**src/rtl/sym_link_delay.sv**
```systemverilog
module sym_link_delay #(
  parameter int DELAY = 36
) (
  input  logic       clk,
  input  logic       rst_n,
  input  logic       tx_valid,
  input  logic [1:0] tx_sym,
  output logic       rx_valid,
  output logic [1:0] rx_sym,
  output logic       overflow,
  output logic [3:0] link_state
);
  localparam int AGE_MAX = DELAY + 1;
  localparam int AGE_W   = $clog2(AGE_MAX + 1);
  localparam logic [AGE_W-1:0] AGE_DUE = AGE_W'(DELAY);
  localparam logic [AGE_W-1:0] AGE_TOP = AGE_W'(AGE_MAX);
  localparam logic [1:0] S_REQ = 2'd1, S_ACK = 2'd2, S_IDLE = 2'd3;

  logic [1:0]       occ, sym_a, sym_b;
  logic [AGE_W-1:0] age_a, age_b;
  logic [1:0]       occ_n, sa_n, sb_n;
  logic [AGE_W-1:0] aa_n, ab_n;
  logic             ovf_n;

  wire [AGE_W-1:0] front_age = (occ == 2'd2) ? age_a : age_b;
  wire             due       = (occ != 2'd0) && (front_age == AGE_DUE);
  wire [1:0]       front_sym = (occ == 2'd2) ? sym_a : sym_b;
  wire             send      = tx_valid && (tx_sym != 2'd0);

  function automatic logic [AGE_W-1:0] age_inc(input logic [AGE_W-1:0] a);
    return (a == AGE_TOP) ? a : a + 1'b1;
  endfunction

  always_comb begin
    occ_n = occ;
    sa_n  = sym_a;
    sb_n  = sym_b;
    aa_n  = age_inc(age_a);
    ab_n  = age_inc(age_b);
    ovf_n = 1'b0;
    if (due) occ_n = occ - 2'd1;
    if (send) begin
      case (occ_n)
        2'd0: begin
          occ_n = 2'd1;
          sb_n  = tx_sym;
          aa_n  = '0;
          ab_n  = '0;
        end
        2'd1: begin
          if (tx_sym != sb_n) begin
            occ_n = 2'd2;
            sa_n  = sb_n;
            aa_n  = ab_n;
            sb_n  = tx_sym;
            ab_n  = '0;
          end
        end
        default: begin
          if (tx_sym != sb_n) ovf_n = 1'b1;
        end
      endcase
    end
  end

  always_ff @(posedge clk) begin
    if (!rst_n) begin
      occ      <= 2'd0;
      sym_a    <= 2'd0;
      sym_b    <= 2'd0;
      age_a    <= '0;
      age_b    <= '0;
      rx_valid <= 1'b0;
      rx_sym   <= 2'd0;
      overflow <= 1'b0;
    end else begin
      occ      <= occ_n;
      sym_a    <= sa_n;
      sym_b    <= sb_n;
      age_a    <= aa_n;
      age_b    <= ab_n;
      rx_valid <= due;
      rx_sym   <= due ? front_sym : 2'd0;
      overflow <= ovf_n;
    end
  end

  always_comb begin
    link_state = 4'd0;
    if (occ == 2'd1) begin
      case (sym_b)
        S_REQ:   link_state = 4'd1;
        S_ACK:   link_state = 4'd3;
        default: link_state = 4'd5;
      endcase
    end else if (occ == 2'd2) begin
      case ({sym_a, sym_b})
        {S_REQ, S_ACK}:  link_state = 4'd2;
        {S_ACK, S_IDLE}: link_state = 4'd4;
        {S_IDLE, S_REQ}: link_state = 4'd6;
        {S_ACK, S_REQ}:  link_state = 4'd7;
        {S_REQ, S_IDLE}: link_state = 4'd8;
        default:         link_state = 4'd9;
      endcase
    end
  end
endmodule

```
**config.mk**
```make
export PLATFORM = sky130hd
export DESIGN_NAME = sym_link_delay
export DESIGN_NICKNAME = d
export VERILOG_FILES = /design/src/rtl/sym_link_delay.sv
export SDC_FILE = /design/constraint.sdc
export NUM_CORES = 1
export LEC_CHECK = 0
export BUFFER_PORTS_ARGS = -buffer_cell sky130_fd_sc_hd__buf_2
export CORE_UTILIZATION = 58
export DETAILED_ROUTE_END_ITERATION = 8
export GPL_TIMING_DRIVEN = 0
export HOLD_SLACK_MARGIN = 0.15
export PLACE_DENSITY = 0.85
export SYNTH_ARGS = -nofsm -noshare
export SYNTH_HDL_FRONTEND = slang
export SYNTH_SLANG_ARGS = --single-unit
```
**constraint.sdc**
```tcl
create_clock -name clk -period 3.6 [get_ports clk]
set_clock_uncertainty 0.2 [all_clocks]
set_input_delay 0.54 -clock clk [delete_from_list [all_inputs] [get_ports clk]]
set_output_delay 0.54 -clock clk [all_outputs]
set_load 0.03 [all_outputs]
```
# After elaboration in Yosys (flattened, before gate mapping)
# Cells that the tools add are included.
[totals] input_bits=5 register_bits=22 wordCells=59 out_inout_bits=8
[classes] n_eq_ne=15 n_reduce_logical=10 n_addsub=3 mux=21 bitwise=2
[op_table] cell="$mux W6" n=7
[op_table] cell="$pmux W6 S2" n=2
[op_table] cell="$pmux W4 S5" n=1
[op_table] cell="$eq A6 B6 Y1 const B" n=3
[op_table] cell="$add A6 B1 Y6 const B" n=2
[op_table] cell="$eq A4 B4 Y1 const B" n=3
[op_table] cell="$mux W2" n=5
[op_table] cell="$eq A4 B3 Y1 const B" n=2
[op_table] cell="$mux W4" n=2
[op_table] cell="$pmux W2 S2" n=2
[op_table] cell="$eq A2 B1 Y1 const B" n=3
[op_table] cell="$pmux W3 S2" n=1
[op_table] cell="$reduce_and A3 Y1" n=2
[op_table] cell="$reduce_bool A2 Y1" n=3
[op_table] cell="$eq A2 B2 Y1 const B" n=2
[op_table] cell="$reduce_or A4 Y1" n=1
[op_table] cell="$logic_and A1 B1 Y1" n=2
[op_table] cell="$logic_not A2 Y1" n=1
[op_table] cell="$ne A2 B2 Y1" n=1
[op_table] cell="$ne A2 B2 Y1 const B" n=1
[op_table] cell="$not A1 Y1" n=2
[op_table] cell="$reduce_and A2 Y1" n=1
[op_table] cell="$sub A2 B1 Y2 const B" n=1
[op_table] cell="$mux W1" n=1

# Logic depth before layout (Yosys ltp)
# Gate-level depths: netlist of the first run.
[logic_depth] word_depth=8 ltp_mapped=9 ltp_nobuf=8

# Least setup slack after synthesis of the first run
# No wires, ideal clock.
[synth_timing] path_kind="register -> output" from="register occ[0]" to="output link_state[3]" stages_incl_launch_ff=5 t_required_ns=2.860 path_buffers=0 arrival_time_ns=1.690 slack_ns=1.170 path_cell_list="dfxtp_1 inv_1 ha_1 or2b_1 nor3b_1"
[synth_between] elab_chain_len=3 elab_cells_between_ends=4 cone_classes="eq/ne: 2; mux: 2"
[synth_rtl] item="start: declaration" line_no="19" source="logic [1:0] occ, sym_a, sym_b;"
[synth_rtl] item="start signal: assignment" line_no="77" source="occ <= occ_n;"
[synth_rtl] item="$eq A2 B2 Y1" line_no="96" source="end else if (occ == 2'd2) begin"
[synth_rtl] item="$mux W4" line_no="96"
[synth_rtl] item="$mux W4 *" line_no="90" source="if (occ == 2'd1) begin"
[synth_rtl] item="end: declaration" line_no="11" source="output logic [3:0] link_state"
# Mark *: on every way between the ends. The rest lies on a longest branch, timed or not.

# Worst setup path in the final report of the first run
[layout_timing] from="register sym_b[1]" to="output link_state[3]"
[layout_between] elab_chain_len=4 elab_cells_between_ends=8 cone_classes="eq/ne: 5; mux: 3"
[layout_rtl] item="start: declaration" line_no="19"
[layout_rtl] item="start signal: assignment" line_no="79" source="sym_b <= sb_n;"
[layout_rtl] item="$eq A4 B3 Y1 / $eq A4 B4 Y1 (equally long branches)" line_no="97" source="case ({sym_a, sym_b})"
[layout_rtl] item="$pmux W4 S5 *" line_no="97"
[layout_rtl] item="$mux W4 *" line_no="96"
[layout_rtl] item="$mux W4 *" line_no="90"
# Marked as above.

==> metrics list, run 1 <==
- Result of the run: finished clean
- Post-cts sizing count: 0
- The worst path in the final design needs a cycle of 2.65 ns, including I/O delays and setup.
- Number of port buffers: 11
* Post-synthesis adder-cell area fraction: 9.95%
- Die Footprint: 2580 um^2
- Routed wire length per instance: 14.0 um
- Total routing usage reported by global routing: 23.5%
* Vias in the first global route: 1027
- Cell area after technology mapping: 1380 um^2
* F_max: 377 MHz
* Fraction of the cycle the final worst path needs: 73.7%
- Transition time of the tightest slew-check pin: 0.340 ns
* Startpoint class of the critical path: flop
- Cells with a size suffix above 1 make up 16.9% of the layout.
- Dominant combinational cell family by area after synthesis: simple AND/OR/NAND/NOR gates
* Routed metal-1 wire length: 1290 um
- The routed design uses 1420 um of met2 wire.
- Of the synthesized area, sequential elements account for 31.9%.
* Simple-Gate Fraction of Synth Area: 23.2%
- Final hold viol count: 0
- The number of nets in the synthesized netlist is 173.
- Post-synthesis xor/xnor area fraction: 7.60%
- The initial utilization of the core area, before any placement, comes to 61.9%.
- In this run, distinct cell masters in the synthesized netlist total 39.
- Post-Synthesis Mean Instance Area: 8.81 um^2
- Number of setup violations in the final report: 0
- Synthesis inferred 22 register bits.
* Multiplexer share of the synthesized area: 6.33%
- Setup repair after global routing left no endpoint under its margin.
- Final-layout worst hold slack: 0.323 ns
* Max-cap check violation count: 0
* Growth of design area from synthesis to finish: 10.3%
- Total via count after detailed routing: 1129
- During I/O placement, the number of pins put on the boundary was 13.
- Category of the most critical setup path: flop to output pin
- Wire length of the first global-routing pass: 4620 um
- In the routed layout, each cell is associated on average with a via count of 5.65.
- Uppermost metal layer occupied by signal nets: met4
- Leakage power: 0.691 nW
* WL met3: 97 um
* Worst-path maximum fanout: 9
- Summed over all failing endpoints, the final setup total negative slack is 0 ns.
- In this run, post-CTS hold repair placed 0 buffers.
* Clock slew seen by the registers of the worst setup and hold paths: 0.12 ns
- Core Box Area: 2230 um^2
- IR analysis of the VDD net gives a maximum drop of 0.244 mV.
- Power spread over the standard cell area amounts to 358 nW/um^2.
- The detailed router finished its first iteration with 15 violations.
* Number of clock sinks: 22
* Chip height: 50.8 um
* Deepest level of the CTS H-tree: 1
- In this run the core area contains 17 standard-cell rows.
- Number of nets in the layout: 189
* Buffer levels on the longest clock path: 2
- For this run the aggregate overflow at the end of global routing stands at 0.
- For the worst-skew pair, the clock arrives at the later sink with an insertion delay of 0.30 ns.
* Endpoint type of the worst setup path: output pin
- The final count of pins violating max slew was 0.
* Cells after synthesis: 157
* Clock buffer count from CTS: 3
- Clock tree root driver cell: clkbuf_4
- Register-to-Register Setup Slack: 1.11 ns
- At the worst endpoint, the arrival time is 1.91 ns.
- Drt pass-1 iters: 4
* Yosys warning count: 0
* Path category of the worst min-delay check: input port to flop
- Req. time, crit path: 2.86 ns
* Initial antenna violation count: 0
* Total DRC errors in the routed layout: 0
- Diode insertion count for antenna repair: 0
- Entering global routing, the biggest net connects 14 pins.
- In this run the tightest slew margin relative to its limit is 76.8%.
- Global placer's final weighted congestion: 0.930
* Layout fillers: 185
* Overall routed net length: 2810 um
* Hpwl dp: 2100 um
* Post-DRT Antenna Nets: 0
* TritonCTS clock tree: yes
* Post-CTS Setup Repair Bufs: 0
- Horizontal extent of the die: 50.8 um
* Compound-cell area share of the yosys netlist: 16.4%
==> per-stage QoR <==
step | std cells | instance area, um^2 | utilization (%) | setup slack [ns] | total power [W]
2_1_floorplan | 157 | 1380 | - | 1.17 | 0.000338
3_3_place_gp | 196 | 1470 | 65.9 | 1.23 | 0.000356
3_5_place_dp | 196 | 1470 | 65.9 | 1.18 | 0.000361
4_1_cts | 200 | 1530 | 68.3 | 0.970 | 0.000546
5_1_grt | 200 | 1530 | 68.3 | 0.816 | 0.000567
6_report | 200 | 1530 | 68.3 | 0.947 | 0.000546
==> worst paths after layout <==
kind / depth (start not counted) / startpoint / end
setup / recovery: 5 / sym_b[1] / link_state[3]
hold / removal: 3 / tx_sym[1] / sym_b[1]
setup reg to reg: 9 / occ[0] / age_a[1]
hold reg to reg: 2 / sym_a[0] / sym_a[0]
==> metal layers <==
| layer | vias up | GRT usage, % |
|---|---|---|
| li1 | 575 | - |
| met1 | 533 | 29.8 |
| met2 | 19 | 43.8 |
| met3 | 2 | 2.68 |
| met4 | 0 | 2.78 |
| met5 | - | 0 |
==> cell usage after synthesis, drive strengths merged <==
master	instances	area share (%)
dfxtp	22	32
nor2	19	5.9
nand2	15	4.6
inv	12	3.3
ha	11	10
o21ai	10	3.6
nand3	9	3.3
xor2	8	5.1
mux2i	6	5.2
nor3b	5	4.3
o22ai	5	2.7
a21oi	4	1.4
nor2b	4	1.8
xnor2	4	2.5
and3	3	1.4
buf	3	1.4
a211oi	2	1.1
a31oi	2	0.90
nor3	2	0.72
a2111oi	1	0.63
a22o	1	0.72
a22oi	1	1.5
a31o	1	0.63
a41o	1	0.72
mux2	1	1.1
nand4b	1	0.63
o21a	1	0.54
o31a	1	0.63
o32ai	1	1.2
or2b	1	0.54
==> worst max-delay path: stages, from the launching register on <==
cell	delay [ns]
dfxtp_1	0.54
inv_1	0.11
ha_1	0.25
o21ai_0	0.27
nor3b_1	0.22
buf_2	0.23
==> flip-flops by register name, indices dropped and copies added, names as in the netlist <==
signal / count
age_a: 6
age_b: 6
occ: 2
rx_sym: 2
sym_a: 2
sym_b: 2
overflow: 1
rx_valid: 1
==> final cells by class <==
type	instances	area [um^2]	share of cell area, %
clock buffer	3	22.5	1.48
multi-input combinational	120	877	57.5
inverter	12	45.0	2.95
sequential	22	440	28.9
tap	28	35.0	2.30
timing repair buffer	11	55.1	3.61
clock inverter	1	30.0	1.97
buffer	3	20.0	1.31
==> cell usage in the layout, fill, tap and decap left out, types with 2 or more instances in the layout <==
cell type / count
nor3b_4: 2
a211oi_1: 2
nor3b_1: 3
nand3_1: 9
o22ai_1: 4
dfxtp_1: 22
xor2_1: 8
nand2_1: 14
xnor2_1: 4
a31oi_1: 2
nor3_1: 2
clkbuf_4: 3
nor2_1: 17
a21oi_1: 4
ha_1: 11
o21ai_0: 9
inv_1: 12
and3_1: 3
mux2i_1: 5
buf_2: 12
nor2b_1: 4
==> where the power goes <==
group / internal (W) / switching, W
registers: 0.000252 / 0.0000147
clock network: 0.000112 / 0.0000757
logic: 0.0000369 / 0.0000541
==> cells by family (layout without fill, tap and decap cells) <==
group,after synthesis,in the layout
flops,22,22
xor+xnor,12,12
simple gates,59,59
fa+ha+maj,11,11
compound gates,31,31
mux,7,7
buf+inv,15,30
Note: power is estimated with default switching activity, not from simulation.
==> run 2: changes to the inputs <==
==> constraint.sdc (replaced) <==
create_clock -name clk -period 2.55 [get_ports clk]
set_clock_uncertainty 0.2 [all_clocks]
set_input_delay 0.3825 -clock clk [delete_from_list [all_inputs] [get_ports clk]]
set_output_delay 0.3825 -clock clk [all_outputs]
set_load 0.03 [all_outputs]
==> metrics list, run 2 (synthesis gave the netlist of run 1 again) <==
* Post-route minimum period: 2.41 ns
- Switching portion of total power: 26.4%
- Internal power comes to 0.000569 W.
- The multi-input combinational cells in the finished layout cover a total of 880 um^2.
- Number of port buffers: 11
- Global placer's final weighted congestion: 0.930
- Endpoint type of the worst setup path: output pin
* TritonCTS clock tree: yes
* Largest net degree at the start of global routing: 14
- Highest-count cells in the layout ignoring fill and taps: dfxtp_1 (21), nor2_1 (17), nand2_1 (14)
- Result of the run: finished clean
* Proportion of power drawn by combinational gates: 17.0%
- Data on the critical path arrives at its endpoint at 1.83 ns.
* Io pins: 13
* Startpoint class of the critical path: flop
- Clock network latency to the later pin of the worst-skew pair: 0.30 ns
* Clock slew seen by the registers of the worst setup and hold paths: 0.12 ns
- Worst ir drop on vdd: 0.342 mV
* Max-cap check violation count: 0
- The share of total power dissipated in the clock network is 34.2%.
* Vias in the first global route: 1027
* Power Dens Cells: 503 nW/um^2
- The critical path is of the flop to output pin type.
- Cells with a size suffix above 1 make up 18.5% of the layout.
- The final count of pins violating max slew came to 0.
- 0 antenna diodes ended up in the layout.
- The floorplan has 17 rows.
- Chip height: 50.8 um
- The die covers 2580 um^2.
* Transition time of the tightest slew-check pin: 0.340 ns
- Fraction of the cycle the final worst path needs: 94.6%
* Worst Min Path Start: tx_sym[1]
* Total via count after detailed routing: 1159
* Summed negative setup slack over all endpoints: 0 ns
- In this run the critical register-to-register path is launched from occ[0].
- Fill cells in the final layout number 186.
* Number of nets in the layout: 190
* Clock buffer count from CTS: 3
- In this run the worst path has a maximum fanout of 9.
- Total DRC errors in the routed layout: 0
- Wire length of the first global-routing pass: 4620 um
* Total routing usage reported by global routing: 23.5%
- Share of total power in sequential cells: 48.8%
* Core Box Area: 2230 um^2
- The cell sitting at the root of the clock tree is a clkbuf_4.
* Initial Utilization: 61.9%
- Via density per instance: 5.77
- Top flop regs: age_a x6, age_b x6
- Final-layout worst hold slack: 0.155 ns
- Headroom to the max-slew limit: 76.8%
* F_max: 414 MHz
- Psw: 0.000204 W
- Detailed router's first-iteration violation count: 27
- Detailed placement ended at an HPWL of 2100 um.
- Routed wire length per instance: 14.2 um
* Most common library cell in the layout ignoring fill and taps: dfxtp_1
* Horizontal extent of the die: 50.8 um
- The initial antenna violation count came to 0.
- Leftover overflow at the end of global routing: 0
* Number of clock sinks: 22
- Number of setup violations in the final report: 0
- Relative to the synthesized area, the layout overhead comes to 11.1%.
- Counting along the longest clock path gives a buffer depth of 2.
* Worst setup path start: sym_b[0]
- At the worst endpoint, the required time is 1.97 ns.
- Wires add up to 2860 um.
- Leakage power: 0.694 nW
* Drt pass-1 iters: 4
- Register area: 442 um^2
- Path category of the worst min-delay check: input port to flop
- In this run the number of H-tree levels came out at 1.
- Post-DRT Antenna Nets: 0
- Power consumption: 0.000773 W
* Final hold viol count: 0
- RSZ-0062 raised after global routing: false
[run 2: cell count changes in the layout (fill, tap and decap cells not counted)]
cell and delta:
dfxtp_1 -1, ha_1 -1, dfxtp_2 +1, buf_4 +1
ha_2 +1
[run 2: path summary, 6_finish.rpt]
| check | end | slack (ns) | depth (start not counted) |
|---|---|---|---|
| worst min-delay path | sym_b[1] | 0.15 | 3 |
| worst max-delay path | link_state[3] | 0.14 | 5 |
| worst max register to register | age_a[1] | 0.16 | 9 |
| worst min register to register | sym_b[1] | 0.36 | 2 |
[run 2: timing repair]
action	4_1_cts	5_1_grt
buffers inserted	0	1
hold buffers	0	0
gates resized for setup	0	2
setup endpoints to repair	0	12
[run 2: area by class of cell]
cell class / count / area share (%)
inverters: 12 / 2.93
plain buffers: 3 / 1.30
flip-flops and latches: 22 / 28.7
multi-input cells: 120 / 57.2
repair buffers: 12 / 4.07
well taps: 28 / 2.28
clock inverters: 1 / 1.95
clock buffers: 3 / 1.47
[run 2: critical path: stages (launching register included)]
cell     delay (ns)
dfxtp_1        0.43
ha_1           0.28
nor2b_1        0.15
o21ai_0        0.24
nor3b_1        0.21
buf_2          0.22
[run 2: metrics by stage]
step	utilization (%)	instance area, um^2	cells	setup WS (ns)
after floorplan	-	1380	157	0.277
after global placement	65.9	1470	196	0.180
after detailed placement	65.9	1470	196	0.135
after CTS	68.3	1530	200	0.0774
after global routing	68.8	1540	201	0.0312
final	68.8	1540	201	0.136
[run 2: routing by layer]
layer  share of wire (%)  global-route usage [%]
met3                 2.8                    2.68
met4                0.31                    2.78
met5                   0                       0
met1                  47                    29.8
met2                  50                    43.8
[run 2: power groups by stage]
| stage | logic, W | clock network, W | registers [W] |
|---|---|---|---|
| 3_3_place_gp | 0.000120 | 0 | 0.000382 |
| 3_5_place_dp | 0.000127 | 0 | 0.000383 |
| 6_report | 0.000131 | 0.000264 | 0.000377 |
| 5_1_grt | 0.000145 | 0.000278 | 0.000380 |
| 2_1_floorplan | 0.0000996 | 0 | 0.000378 |
| 4_1_cts | 0.000128 | 0.000267 | 0.000376 |
==> run 3: changes to the inputs <==
--- a/config.mk
+++ b/config.mk
@@ -8,7 +8,6 @@
 export BUFFER_PORTS_ARGS = -buffer_cell sky130_fd_sc_hd__buf_2
 export CORE_UTILIZATION = 58
 export DETAILED_ROUTE_END_ITERATION = 8
-export GPL_TIMING_DRIVEN = 0
 export HOLD_SLACK_MARGIN = 0.15
 export PLACE_DENSITY = 0.85
 export SYNTH_ARGS = -nofsm -noshare
==> constraint.sdc (replaced) <==
create_clock -name clk -period 2.3 [get_ports clk]
set_clock_uncertainty 0.2 [all_clocks]
set_input_delay 0.345 -clock clk [delete_from_list [all_inputs] [get_ports clk]]
set_output_delay 0.345 -clock clk [all_outputs]
set_load 0.03 [all_outputs]
==> metrics list, run 3 (synthesis gave the netlist of run 1 again) <==
- Psw: 0.000254 W
- Internal power consumption: 0.000647 W
* Deepest level of the CTS H-tree: 1
* Clock tree root driver cell: clkbuf_4
- Overall routed net length: 3240 um
- Max-cap violations in this run came to 0.
* Proportion of power drawn by combinational gates: 19.5%
- Startpoint of the lowest-slack register-to-register path: occ[0]
* Req. time, crit path: 2.33 ns
- 13 I/O pins were placed.
- The share of total power dissipated in sequential elements is 46.5%.
* Arrival time of data at the critical path endpoint: 2.29 ns
- VDD sags by at most 0.545 mV.
- Pins Over Slew Limit: 0
* Category of the most critical setup path: input port to flop
- TritonCTS built the clock tree.
- Instance area after placement: 1470 um^2
* Most common library cell in the layout ignoring fill and taps: dfxtp_1
* Hpwl dp: 2110 um
- Total area of multi-input combinational cells: 936 um^2
* Startpoint class of the critical path: input port
- The sequential cells in the finished layout cover a total of 453 um^2.
- Clock network latency to the later pin of the worst-skew pair: 0.32 ns
- Net switching is 28.2% of the power.
- The startpoint identified for the worst hold timing path is tx_valid.
* Final hold viol count: 0
- Measured in cells, the most critical reg-to-reg path has a length of 9.
- The top cell types in the final layout, fill and taps aside, are dfxtp_1 (18), nor2_1 (17), nand2_1 (14).
- Timing would allow up to 443 MHz.
* Core Box Area: 2230 um^2
- The flow ran to the end, and the final reports show no timing, DRC or antenna violations.
- Top flop regs: age_a x6, age_b x6
- In the routed design, unresolved DRC markers number 0.
- Buffer levels on the longest clock path: 2
- After clock tree synthesis, the clock-pin slew on the worst setup and hold paths is 0.13 ns.
- Counting the fill cells in the layout gives 161.
- In this run the static leakage power is 0.735 nW.
- Initial antenna violation count: 0
- Final cell area excluding filler cells: 1670 um^2
- RSZ-0062 raised after global routing: true
- For this design the ratio of total power to cell area is 540 nW/um^2.
- Chip height: 50.8 um
- For this run, the detailed router's first-pass iteration total came to 4.
* Clock buffer count from CTS: 3
- In the final timing run, aggregate negative setup slack is 0 ns.
* Number of clock sinks: 22
- Detailed router's first-iteration violation count: 42
* Utilization of the core after routing: 74.7%
- Row cnt: 17
- The repair_antennas step left the layout with diodes totalling 0.
- Horizontal extent of the die: 50.8 um
- Leftover overflow at the end of global routing: 0
- Total via count after detailed routing: 1216
- Setup violations remaining at the end of the flow were counted as 0.
* Headroom to the max-slew limit: 77.6%
* Worst setup path start: tx_sym[1]
- The number of global-route vias before repair came to 1173.
- In the final design database the tool counted 195 nets.
- Transition time of the tightest slew-check pin: 0.334 ns
- Once detail routing completed, the nets flagged for antenna violations numbered 0.
- Fraction of the cycle the final worst path needs: 98.2%
* Hold path cells: 4
- For the finished layout, the period the worst path requires is 2.26 ns.
- The clock network accounts for 34.0% of the total power.
* Number of port buffers: 12
- Path category of the worst min-delay check: input port to flop
* Total routing usage reported by global routing: 27.1%
- Largest net degree at the start of global routing: 14
- Of all nets on the critical path, the largest fanout is 6.
- Proportion of layout cells with a drive suffix above 1: 25.8%
- Growth of design area from synthesis to finish: 20.7%
- Once the floorplan was initialized, standard cells occupied 61.9% of the core.
* Routed wire length per instance: 15.7 um
- Die Footprint: 2580 um^2
- Routability-driven placement finished with a final weighted congestion of 0.881.
- The first global-routing pass estimated 5180 um of wire.
- STA classifies the critical path endpoint as a flop.
* Via density per instance: 5.90
[run 3: final timing paths]
check / to / slack, ns
worst min-delay path: overflow / 0.20
worst min register to register: rx_sym[1] / 0.39
worst max register to register: age_a[3] / 0.08
worst max-delay path: sym_a[1] / 0.04
[run 3: critical path, cell delays in order]
cell and delay (ns):
dlygate4sd3_1 0.55, buf_2 0.17, nor2b_1 0.14, o21ai_1 0.14
a2111oi_2 0.41, mux2_4 0.26, mux2i_1 0.22, nor2_1 0.05
[run 3: layout make-up]
type	count	share of cell area [%]
Clock buffer	3	1.35
Clock inverter	1	1.80
Timing Repair Buffer	20	8.70
Inverter	12	2.85
Sequential cell	22	27.1
Multi-Input combinational cell	120	56.1
Tap cell	28	2.10
[run 3: routing by layer]
layer  routed length, um  GRT usage (%)
met2                1550           45.3
met5                   0              0
met3                 173           5.36
met4                  67           12.5
met1                1440           33.5
[run 3: through the flow]
step	power (W)	hold slack, ns	setup slack (ns)	cells
global placement	0.000559	0.369	0.101	196
CTS	0.000876	0.205	0.00615	204
global route	0.000932	0.197	-0.0273	206
finish	0.000901	0.196	0.0405	206
floorplan	0.000530	0.285	0.0645	157
detailed placement	0.000566	0.379	0.00959	196
[run 3: what timing repair did]
item	CTS	global route
buffers inserted	1	2
endpoints found under the setup margin	16	14
hold buffers	3	0
endpoints found under the hold margin	3	0
resized for setup	9	15
pin swaps	1	2
[run 3: power groups by stage]
stage | sequential [W] | clock (W) | combinational (W)
detailed placement | 0.000426 | 0 | 0.000141
global route | 0.000421 | 0.000322 | 0.000189
CTS | 0.000417 | 0.000305 | 0.000154
floorplan | 0.000419 | 0 | 0.000110
global placement | 0.000424 | 0 | 0.000135
finish | 0.000419 | 0.000307 | 0.000175
